### src/rtl/shop_pkg.sv
package shop_pkg;

   typedef enum logic [1:0] {
      SH_LSL = 2'd0,
      SH_LSR = 2'd1,
      SH_ASR = 2'd2,
      SH_ROR = 2'd3
   } shift_kind_e;

   typedef enum logic [1:0] {
      OPF_IMM_SHIFT = 2'd0,
      OPF_REG_SHIFT = 2'd1,
      OPF_ROT_IMM   = 2'd2,
      OPF_ROT_IMM_B = 2'd3
   } opform_e;

   function automatic logic is_rot_form(input logic [1:0] f);
      return f[1];
   endfunction

endpackage

### src/rtl/shop_amount_decode.sv
module shop_amount_decode
   import shop_pkg::*;
#(
   parameter int W         = 32,
   parameter int IMM_AMT_W = 5,
   parameter int REG_AMT_W = 8,
   parameter int ROT_W     = 4,
   parameter int AW        = 6
) (
   input  logic [1:0]           form_i,
   input  shift_kind_e          kind_i,
   input  logic [IMM_AMT_W-1:0] imm_amt_i,
   input  logic [REG_AMT_W-1:0] reg_amt_i,
   input  logic [ROT_W-1:0]     rot_field_i,
   output shift_kind_e          kind_o,
   output logic [AW-1:0]        amt_o,
   output logic                 rrx_o
);

   localparam int LOG_W = $clog2(W);
   localparam logic [REG_AMT_W-1:0] LOGIC_SAT = REG_AMT_W'(W + 1);
   localparam logic [REG_AMT_W-1:0] ARITH_SAT = REG_AMT_W'(W);
   localparam logic [AW-1:0]        FULL_AMT  = AW'(W);

   if (IMM_AMT_W != LOG_W) begin : g_bad_imm_w
      $error("shop_amount_decode: IMM_AMT_W must equal log2(W)");
   end
   if (REG_AMT_W < AW) begin : g_bad_reg_w
      $error("shop_amount_decode: REG_AMT_W too narrow");
   end
   if (2 * ((1 << ROT_W) - 1) >= W) begin : g_bad_rot_w
      $error("shop_amount_decode: rotate field exceeds width");
   end

   always_comb begin
      kind_o = kind_i;
      rrx_o  = 1'b0;
      amt_o  = '0;
      if (is_rot_form(form_i)) begin
         kind_o = SH_ROR;
         amt_o  = AW'({rot_field_i, 1'b0});
      end else if (form_i == OPF_IMM_SHIFT) begin
         amt_o = AW'(imm_amt_i);
         if (imm_amt_i == '0) begin
            case (kind_i)
               SH_LSR, SH_ASR: amt_o = FULL_AMT;
               SH_ROR:         rrx_o = 1'b1;
               default:        amt_o = '0;
            endcase
         end
      end else begin
         case (kind_i)
            SH_LSL, SH_LSR: begin
               if (reg_amt_i > LOGIC_SAT) amt_o = AW'(LOGIC_SAT);
               else                       amt_o = AW'(reg_amt_i);
            end
            SH_ASR: begin
               if (reg_amt_i > ARITH_SAT) amt_o = AW'(ARITH_SAT);
               else                       amt_o = AW'(reg_amt_i);
            end
            default: begin
               if (reg_amt_i == '0)                 amt_o = '0;
               else if (reg_amt_i[LOG_W-1:0] == '0) amt_o = FULL_AMT;
               else                                 amt_o = AW'(reg_amt_i[LOG_W-1:0]);
            end
         endcase
      end
   end

endmodule

### src/rtl/shop_imm_expand.sv
module shop_imm_expand #(
   parameter int W     = 32,
   parameter int IMM_W = 8
) (
   input  logic [IMM_W-1:0] imm_i,
   output logic [W-1:0]     wide_o
);

   if (IMM_W >= W || IMM_W < 1) begin : g_bad_imm
      $error("shop_imm_expand: IMM_W must be between 1 and W-1");
   end

   assign wide_o = {{(W - IMM_W){1'b0}}, imm_i};

endmodule

### src/rtl/shop_barrel.sv
module shop_barrel
   import shop_pkg::*;
#(
   parameter int W             = 32,
   parameter int AW            = 6,
   parameter bit STAGED_ROTATE = 1'b0
) (
   input  logic [W-1:0]  value_i,
   input  shift_kind_e   kind_i,
   input  logic [AW-1:0] amt_i,
   input  logic          rrx_i,
   input  logic          c_in_i,
   output logic [W-1:0]  result_o,
   output logic          c_out_o
);

   localparam int LOG_W = $clog2(W);
   localparam logic [LOG_W:0] W_L = (LOG_W + 1)'(W);

   if (W < 8 || (W & (W - 1)) != 0) begin : g_bad_w
      $error("shop_barrel: W must be a power of two of at least 8");
   end
   if (AW < $clog2(W + 2)) begin : g_bad_aw
      $error("shop_barrel: AW cannot hold W+1");
   end

   logic [W:0]        lsl_w;
   logic [W:0]        lsr_w;
   logic signed [W:0] asr_src;
   logic [W:0]        asr_w;
   logic [LOG_W-1:0]  rot_n;
   logic [W-1:0]      ror_res;

   // carry rides in the extra bit of each widened shift
   assign lsl_w   = {1'b0, value_i} << amt_i;
   assign lsr_w   = {value_i, 1'b0} >> amt_i;
   assign asr_src = {value_i, 1'b0};
   assign asr_w   = asr_src >>> amt_i;
   assign rot_n   = amt_i[LOG_W-1:0];

   if (STAGED_ROTATE) begin : g_rot_staged
      logic [W-1:0] stg [0:LOG_W];
      assign stg[0] = value_i;
      for (genvar s = 0; s < LOG_W; s++) begin : g_stage
         localparam int SH = 1 << s;
         assign stg[s+1] = rot_n[s] ? {stg[s][SH-1:0], stg[s][W-1:SH]} : stg[s];
      end
      assign ror_res = stg[LOG_W];
   end else begin : g_rot_flat
      assign ror_res = (value_i >> rot_n) | (value_i << (W_L - {1'b0, rot_n}));
   end

   always_comb begin
      result_o = value_i;
      c_out_o  = c_in_i;
      if (rrx_i) begin
         result_o = {c_in_i, value_i[W-1:1]};
         c_out_o  = value_i[0];
      end else if (amt_i != '0) begin
         case (kind_i)
            SH_LSL:  {c_out_o, result_o} = lsl_w;
            SH_LSR:  {result_o, c_out_o} = lsr_w;
            SH_ASR:  {result_o, c_out_o} = asr_w;
            default: begin
               result_o = ror_res;
               c_out_o  = ror_res[W-1];
            end
         endcase
      end
   end

endmodule

### src/rtl/shifter_operand_unit.sv
module shifter_operand_unit
   import shop_pkg::*;
#(
   parameter int W             = 32,
   parameter int IMM_AMT_W     = 5,
   parameter int REG_AMT_W     = 8,
   parameter int ROT_W         = 4,
   parameter int IMM_W         = 8,
   parameter bit STAGED_ROTATE = 1'b0,
   parameter bit OUT_REG       = 1'b1
) (
   input  logic                 clk,
   input  logic                 rst_n,
   input  logic [1:0]           form_i,
   input  logic [1:0]           shift_type_i,
   input  logic [W-1:0]         value_i,
   input  logic [IMM_AMT_W-1:0] imm_amt_i,
   input  logic [REG_AMT_W-1:0] amt_reg_i,
   input  logic [ROT_W-1:0]     rot_field_i,
   input  logic [IMM_W-1:0]     imm_byte_i,
   input  logic                 c_flag_i,
   output logic [W-1:0]         operand_o,
   output logic                 carry_o
);

   localparam int AW = $clog2(W + 2);

   shift_kind_e  dec_kind;
   logic [AW-1:0] dec_amt;
   logic          dec_rrx;
   logic [W-1:0]  imm_wide;
   logic [W-1:0]  src_val;
   logic [W-1:0]  sh_res;
   logic          sh_c;

   shop_amount_decode #(
      .W(W), .IMM_AMT_W(IMM_AMT_W), .REG_AMT_W(REG_AMT_W), .ROT_W(ROT_W), .AW(AW)
   ) i_decode (
      .form_i      (form_i),
      .kind_i      (shift_kind_e'(shift_type_i)),
      .imm_amt_i   (imm_amt_i),
      .reg_amt_i   (amt_reg_i),
      .rot_field_i (rot_field_i),
      .kind_o      (dec_kind),
      .amt_o       (dec_amt),
      .rrx_o       (dec_rrx)
   );

   shop_imm_expand #(.W(W), .IMM_W(IMM_W)) i_expand (
      .imm_i  (imm_byte_i),
      .wide_o (imm_wide)
   );

   assign src_val = is_rot_form(form_i) ? imm_wide : value_i;

   shop_barrel #(.W(W), .AW(AW), .STAGED_ROTATE(STAGED_ROTATE)) i_barrel (
      .value_i  (src_val),
      .kind_i   (dec_kind),
      .amt_i    (dec_amt),
      .rrx_i    (dec_rrx),
      .c_in_i   (c_flag_i),
      .result_o (sh_res),
      .c_out_o  (sh_c)
   );

   if (OUT_REG) begin : g_out_reg
      always_ff @(posedge clk) begin
         if (!rst_n) begin
            operand_o <= '0;
            carry_o   <= 1'b0;
         end else begin
            operand_o <= sh_res;
            carry_o   <= sh_c;
         end
      end

      AST_LSL_ZERO_PASS: assert property (@(posedge clk) disable iff (!rst_n)
         (form_i == OPF_IMM_SHIFT && shift_type_i == SH_LSL && imm_amt_i == '0)
         |=> (operand_o == $past(value_i) && carry_o == $past(c_flag_i)));

      AST_RIGHT_FULL: assert property (@(posedge clk) disable iff (!rst_n)
         (form_i == OPF_IMM_SHIFT && shift_type_i == SH_LSR && imm_amt_i == '0)
         |=> (operand_o == '0 && carry_o == $past(value_i[W-1])));

      AST_RRX_STEP: assert property (@(posedge clk) disable iff (!rst_n)
         (form_i == OPF_IMM_SHIFT && shift_type_i == SH_ROR && imm_amt_i == '0)
         |=> (operand_o[W-1] == $past(c_flag_i) && carry_o == $past(value_i[0])));

      AST_REG_ZERO_HOLD: assert property (@(posedge clk) disable iff (!rst_n)
         (form_i == OPF_REG_SHIFT && amt_reg_i == '0)
         |=> (operand_o == $past(value_i) && carry_o == $past(c_flag_i)));

      AST_LOGIC_OVER: assert property (@(posedge clk) disable iff (!rst_n)
         (form_i == OPF_REG_SHIFT && !shift_type_i[1] && amt_reg_i > REG_AMT_W'(W))
         |=> (operand_o == '0 && !carry_o));

      AST_ROT_CARRY: assert property (@(posedge clk) disable iff (!rst_n)
         (form_i[1] && rot_field_i != '0) |=> (carry_o == operand_o[W-1]));
   end else begin : g_out_comb
      assign operand_o = sh_res;
      assign carry_o   = sh_c;
   end

endmodule

### config.mk
export PLATFORM = sky130hd
export DESIGN_NAME = shifter_operand_unit
export DESIGN_NICKNAME = d
export VERILOG_FILES = /design/src/rtl/shop_pkg.sv /design/src/rtl/shop_amount_decode.sv /design/src/rtl/shop_imm_expand.sv /design/src/rtl/shop_barrel.sv /design/src/rtl/shifter_operand_unit.sv
export SDC_FILE = /design/constraint.sdc
export NUM_CORES = 1
export LEC_CHECK = 0
export ABC_AREA = 1
export ABC_CLOCK_PERIOD_IN_PS = 3300
export BUFFER_PORTS_ARGS = -buffer_cell sky130_fd_sc_hd__buf_2
export CORE_ASPECT_RATIO = 1.25
export CORE_MARGIN = 5
export CORE_UTILIZATION = 33
export CTS_CLUSTER_SIZE = 8
export DETAILED_ROUTE_END_ITERATION = 12
export HOLD_SLACK_MARGIN = 0.08
export PLACE_DENSITY = 0.55
export SETUP_SLACK_MARGIN = 0.2
export SLEW_MARGIN = 0
export SYNTH_ARGS = -nofsm -noshare
export SYNTH_HDL_FRONTEND = slang
export SYNTH_SLANG_ARGS = --single-unit
### constraint.sdc
create_clock -name clk -period 3.3 [get_ports clk]
set_input_delay 0.165 -clock clk [delete_from_list [all_inputs] [get_ports clk]]
set_output_delay 0.165 -clock clk [all_outputs]
set_load 0.005 [all_outputs]
==> Word level (Yosys, flattened, before mapping) <==
Cells that the tools add are included.
{ "op_classes": {"n_addsub": 1, "magnitude_cmp": 2, "n_shift": 5, "n_eq_ne": 5, "n_mux": 21, "reduce_logical": 9, "bitwise": 1} }
{ "ops": {"columns": ["cell", "n"], "rows": [
  ["$mux 32", 3],
  ["$pmux 32 s3", 1],
  ["$mux 6", 7],
  ["$shl 32x6->33", 1],
  ["$shr 33x6->33", 1],
  ["$sshr 33x6->33", 1],
  ["$or 32x32->32", 1],
  ["$shl 32x6->32", 1],
  ["$shr 32x5->32", 1],
  ["$pmux 6 s2", 2],
  ["$gt 8x6->1 const B", 2],
  ["$logic_not 5->1", 2],
  ["$logic_not 8->1", 1],
  ["$eq 2x2->1 const B", 3],
  ["$logic_not 2->1", 3],
  ["$mux 1", 6],
  ["$reduce_bool 6->1", 1],
  ["$sub 6x5->6 const A", 1],
  ["$eq 2x1->1 const B", 2],
  ["$reduce_or 2->1", 2],
  ["$pmux 1 s3", 1],
  ["$mux 2", 1]
]} }
{ "totals": {"input_bits": 64, "register_bits": 33, "word_cells": 46, "out_inout_bits": 33} }

==> Logic depth before layout (Yosys ltp) <==
{ "logic_depth": {"depth_word": 12, "mapped_depth": 27, "depth_no_buf": 24} }

==> By module <==
A second synthesis with hierarchy kept.
{ "hier_totals": {"cells_unflattened": 1759, "area_unflattened_um2": 8553.2} }
{ "by_module_without_submodules": {"columns": ["mod", "seq_area_each_um2", "area_each_um2", "n_inst", "cells_each"], "rows": [
  ["shop_barrel", 0.0, 6522.5, 1, 1453],
  ["shifter_operand_unit", 660.6, 1427.6, 1, 207],
  ["shop_amount_decode", 0.0, 359.1, 1, 66],
  ["shop_imm_expand", 0.0, 244.0, 1, 33]
]} }

==> Worst setup path after synthesis <==
OpenSTA, ideal clock, no wires.
{ "synth_timing": {"path_type": "input-to-reg", "startpoint": "input shift_type_i[0]", "endpoint": "register operand_o[0]", "t_required_ns": 3.230, "path_slack_ns": 0.488, "path_buffers": 3, "stages": 24, "t_arrival_ns": 2.742, "setup_ns": 0.070, "cell_sequence": "inv_1 > ha_1 > nor2_1 > inv_1 > nor2_1 > nand2_2 > nand3_2 > nand2_2 > nand2_4 > buf_6 > buf_2 > ha_1 > clkinv_1 > clkbuf_1 > nand2_1 > nor2_1 > inv_1 > nor3_1 > o21ai_1 > nand2_1 > nand2_1 > nand2_1 > nand2_1 > a21oi_1"} }
{ "synth_between": {"elab_chain_len": 12, "word_cells_on_any_way": 30, "classes_between": "add/sub: 1; eq/ne: 5; shift: 5; mux: 13; bitwise: 1; reduce/logical: 5"} }
{ "synth_lines": {"columns": ["item", "line_no", "text"], "rows": [
  ["from (decl)", "shifter_operand_unit.sv:15", "input logic [1:0] shift_type_i,"],
  ["$eq 2x1->1 / $eq 2x2->1 (equally long branches)", "shop_amount_decode.sv:45, shop_amount_decode.sv:52", null],
  ["$reduce_or 2->1", "shop_amount_decode.sv:45", "case (kind_i)"],
  ["$pmux 6 s2", "shop_amount_decode.sv:45", null],
  ["$mux 6", "shop_amount_decode.sv:44", "if (imm_amt_i == '0) begin"],
  ["$mux 6", "shop_amount_decode.sv:42", "end else if (form_i == OPF_IMM_SHIFT) begin"],
  ["$mux 6", "shop_amount_decode.sv:39", "if (is_rot_form(form_i)) begin"],
  ["$sub 6x5->6", "shop_barrel.sv:50", "assign ror_res = (value_i >> rot_n) | (value_i << (W_L - {1'b0, rot_n}));"],
  ["$shl 32x6->32", "shop_barrel.sv:50", null],
  ["$or 32x32->32", "shop_barrel.sv:50", null],
  ["$pmux 32 s3", "shop_barrel.sv:60", "case (kind_i)"],
  ["$mux 32", "shop_barrel.sv:59", "end else if (amt_i != '0) begin"],
  ["$mux 32 *", "shop_barrel.sv:56", "if (rrx_i) begin"],
  ["to (signal assigned)", "shifter_operand_unit.sv:72", "operand_o <= sh_res;"],
  ["to (decl)", "shifter_operand_unit.sv:22", "output logic [W-1:0] operand_o,"]
]} }
Mark *: on every way between the ends. The rest lies on a longest branch, timed or not.
A chain may end at the register's enable or synchronous reset.

==> Final worst setup path <==
{ "layout_timing": {"startpoint": "input shift_type_i[0]", "endpoint": "register operand_o[28]"} }
Same word-level chain as after synthesis.

==> impl_metrics.ini <==
[run_status]
status = completed

[cts]
cts_buffers = 5
clk_path_buf_depth = 2
hold_buffers = 0
cts_tree = done
cts.htree.levels = 2
ctsRootBufferMaster = clkbuf_16
clock_sinks = 33
cts.clk_slew.worst_paths_ns = 0.07

[sta]
worst_slew_pin_slew_ns = 0.7321
drv_slew = 0
clock.fmax_mhz = 336.7
final.min_clock_period_ns = 2.970
final.setup.tns_ns = 0
relSlewSlack = 0.5068
finalCritPeriodShare = 0.9000
setup_violations = 0
holdWs_ns = 0.1404
grt_setup_unrepaired = true
layout_setup_ws_ns = 0.3299
hold_viol_final = 0

[min_path]
hold_path.class = in2reg
min_from = value_i[20]
hold_depth = 3

[global_routing]
antenna_found_initial = 1
grt_max_degree = 34
grt_pass1_vias = 12610
grt_overflow = 0
grtUsageTotal = 0.3844
grt_pass1_wl_mm = 81.20

[synth]
yosysWarnings = 0
synthFlopType = dfxtp_1
synth_xor_area_frac = 0
ys_seq_area_frac = 0.08027
avgSynthCellArea_um2 = 4.859
ys_async_sr_fraction = 0
syn_area_um2 = 8230
ys_ff_latch = 33
yosys.area_share.simple = 0.6035
synth_compound_area_frac = 0.1665
syn_inst = 1694
synth_edf_count = 0
synthesis.nets = 1764
synth_mux_area_frac = 0.002432
synth_fa_ha_area_frac = 0.009121
synth_top_family_by_area = simple AND/OR/NAND/NOR gates
synthDistinctLibCells = 43

[setup_path]
crit_path_start_kind = input port
cp.depth = 27
cpMostUsedCell = nand2_1
slowest_delay_ns = 0.21
crit_fanout = 10
cp-end-kind = flop
crit_start = shift_type_i[0]
crit_type = in2reg
worst_ep_arrival_time_ns = 3.16
crit_buf_inv = 9
worst_path_dominant_cell_family = simple AND/OR/NAND/NOR gates
crit_slowest_cell = a21oi_1
required_ns = 3.49

[finish]
num-nets-final = 2042
areaGrowthSynthToFinish_pct = 35.63
final_cell_mix = nand2_1, nand3_1, buf_4
diodes = 0
drive_gt1_frac = 0.2245
final_common_cell = nand2_1

[pwr]
cellPowerDensity_nw_per_um2 = 371.1
p_leak_uw = 0.005987
vdd_drop_max_mv = 0.1905
p_total_uw = 4143

[run]
cap_violations = 0

[routing]
dr_total_vias = 13340
antenna_left = 0
wire_per_inst_um = 24.14
route.detailed.drc = 0
first_pass_iters = 7
drt-total-wl_mm = 55.60
avgViaCountPerCell = 5.793
drtIter0Drc = 1951

[die]
core-area_um2 = 24500
die_w_um = 151.3
die_y_um = 186.6
row_count = 64
start_util = 0.3359
ios = 97
die_area_um2 = 28220

[place]
hpwl_mm = 46.10
port_buffers = 96
dp_slack_ns = -0.1329
place.gp.congestion = 1.062
[report_power, final]
part           switching, µW  internal [µW]
Combinational           1970           1110
Clock                    216            358
Sequential              27.2            461
[registers in the layout, indices dropped and copies added (netlist names)]
| name | flops |
|---|---|
| operand_o | 32 |
| carry_o | 1 |
[synth_stat cells (3+ instances only)]
cell	instances	area, µm²
a21oi_1	89	445.4
a31oi_1	7	43.79
and2_1	4	25.02
buf_1	3	11.26
buf_2	45	225.2
buf_4	8	60.06
buf_6	8	90.09
clkbuf_1	33	123.9
dfxtp_1	33	660.6
ha_1	6	75.07
inv_1	156	585.6
inv_2	9	33.78
nand2_1	578	2170
nand2_2	9	56.30
nand2_4	3	33.78
nand3_1	353	1767
nand3_2	4	40.04
nand3b_1	12	90.09
nand4_1	13	81.33
nor2_1	124	465.5
nor2_2	7	43.79
nor3_1	11	55.05
o211ai_1	12	90.09
o21ai_0	112	560.5
o21ai_1	19	95.09
or2_2	10	62.56
[per-layer routing]
layer	track usage	vias up	part of all wire
li1	-	6104	-
met1	0.4851	6094	0.38
met2	0.6089	911	0.44
met3	0.05751	232	0.097
met4	0.2327	0	0.087
met5	0	-	0
[through the flow]
step | utilization | instance area [µm²] | instances
4_1_cts | 0.4503 | 11030 | 2301
5_1_grt | 0.4556 | 11160 | 2303
3_5_place_dp | 0.4430 | 10860 | 2293
6_report | 0.4556 | 11160 | 2303
2_1_floorplan | - | 8230 | 1694
3_3_place_gp | 0.4430 | 10860 | 2293
[logic make-up after synthesis]
| family | count (synthesis) |
|---|---|
| buf+inv | 264 |
| simple gates | 1134 |
| fa+ha+maj | 6 |
| compound gates | 255 |
| flops | 33 |
| mux | 2 |
[area by class of cell]
class | count | area [µm²]
Fill cell | 2844 | 13340
Multi-Input combinational cell | 1397 | 6525
Timing Repair Buffer | 368 | 2764
Sequential cell | 33 | 660.6
Inverter | 167 | 629.4
Tap cell | 330 | 412.9
Clock buffer | 5 | 125.1
Clock inverter | 3 | 46.29
[worst paths after layout]
| path | to | slack (ns) |
|---|---|---|
| worst max-delay path | operand_o[28] | 0.33 |
| worst min-delay path | operand_o[19] | 0.14 |
[worst min-delay path, delay by kind of cell]
family                 cells  cell delay (ns)
buffers and inverters      1             0.11
and+or+nand+nor            1             0.06
AOI/OAI and AO/OA          1             0.06
[what timing repair did]
action                                 4_1_cts  5_1_grt
pin swaps                                    0        2
gates resized for setup                      1       26
buffers inserted                             0        1
setup endpoints to repair                    1       21
endpoints found under the hold margin        0        0
gates cloned                                 0        1
Power figures use the tool's default switching activity.
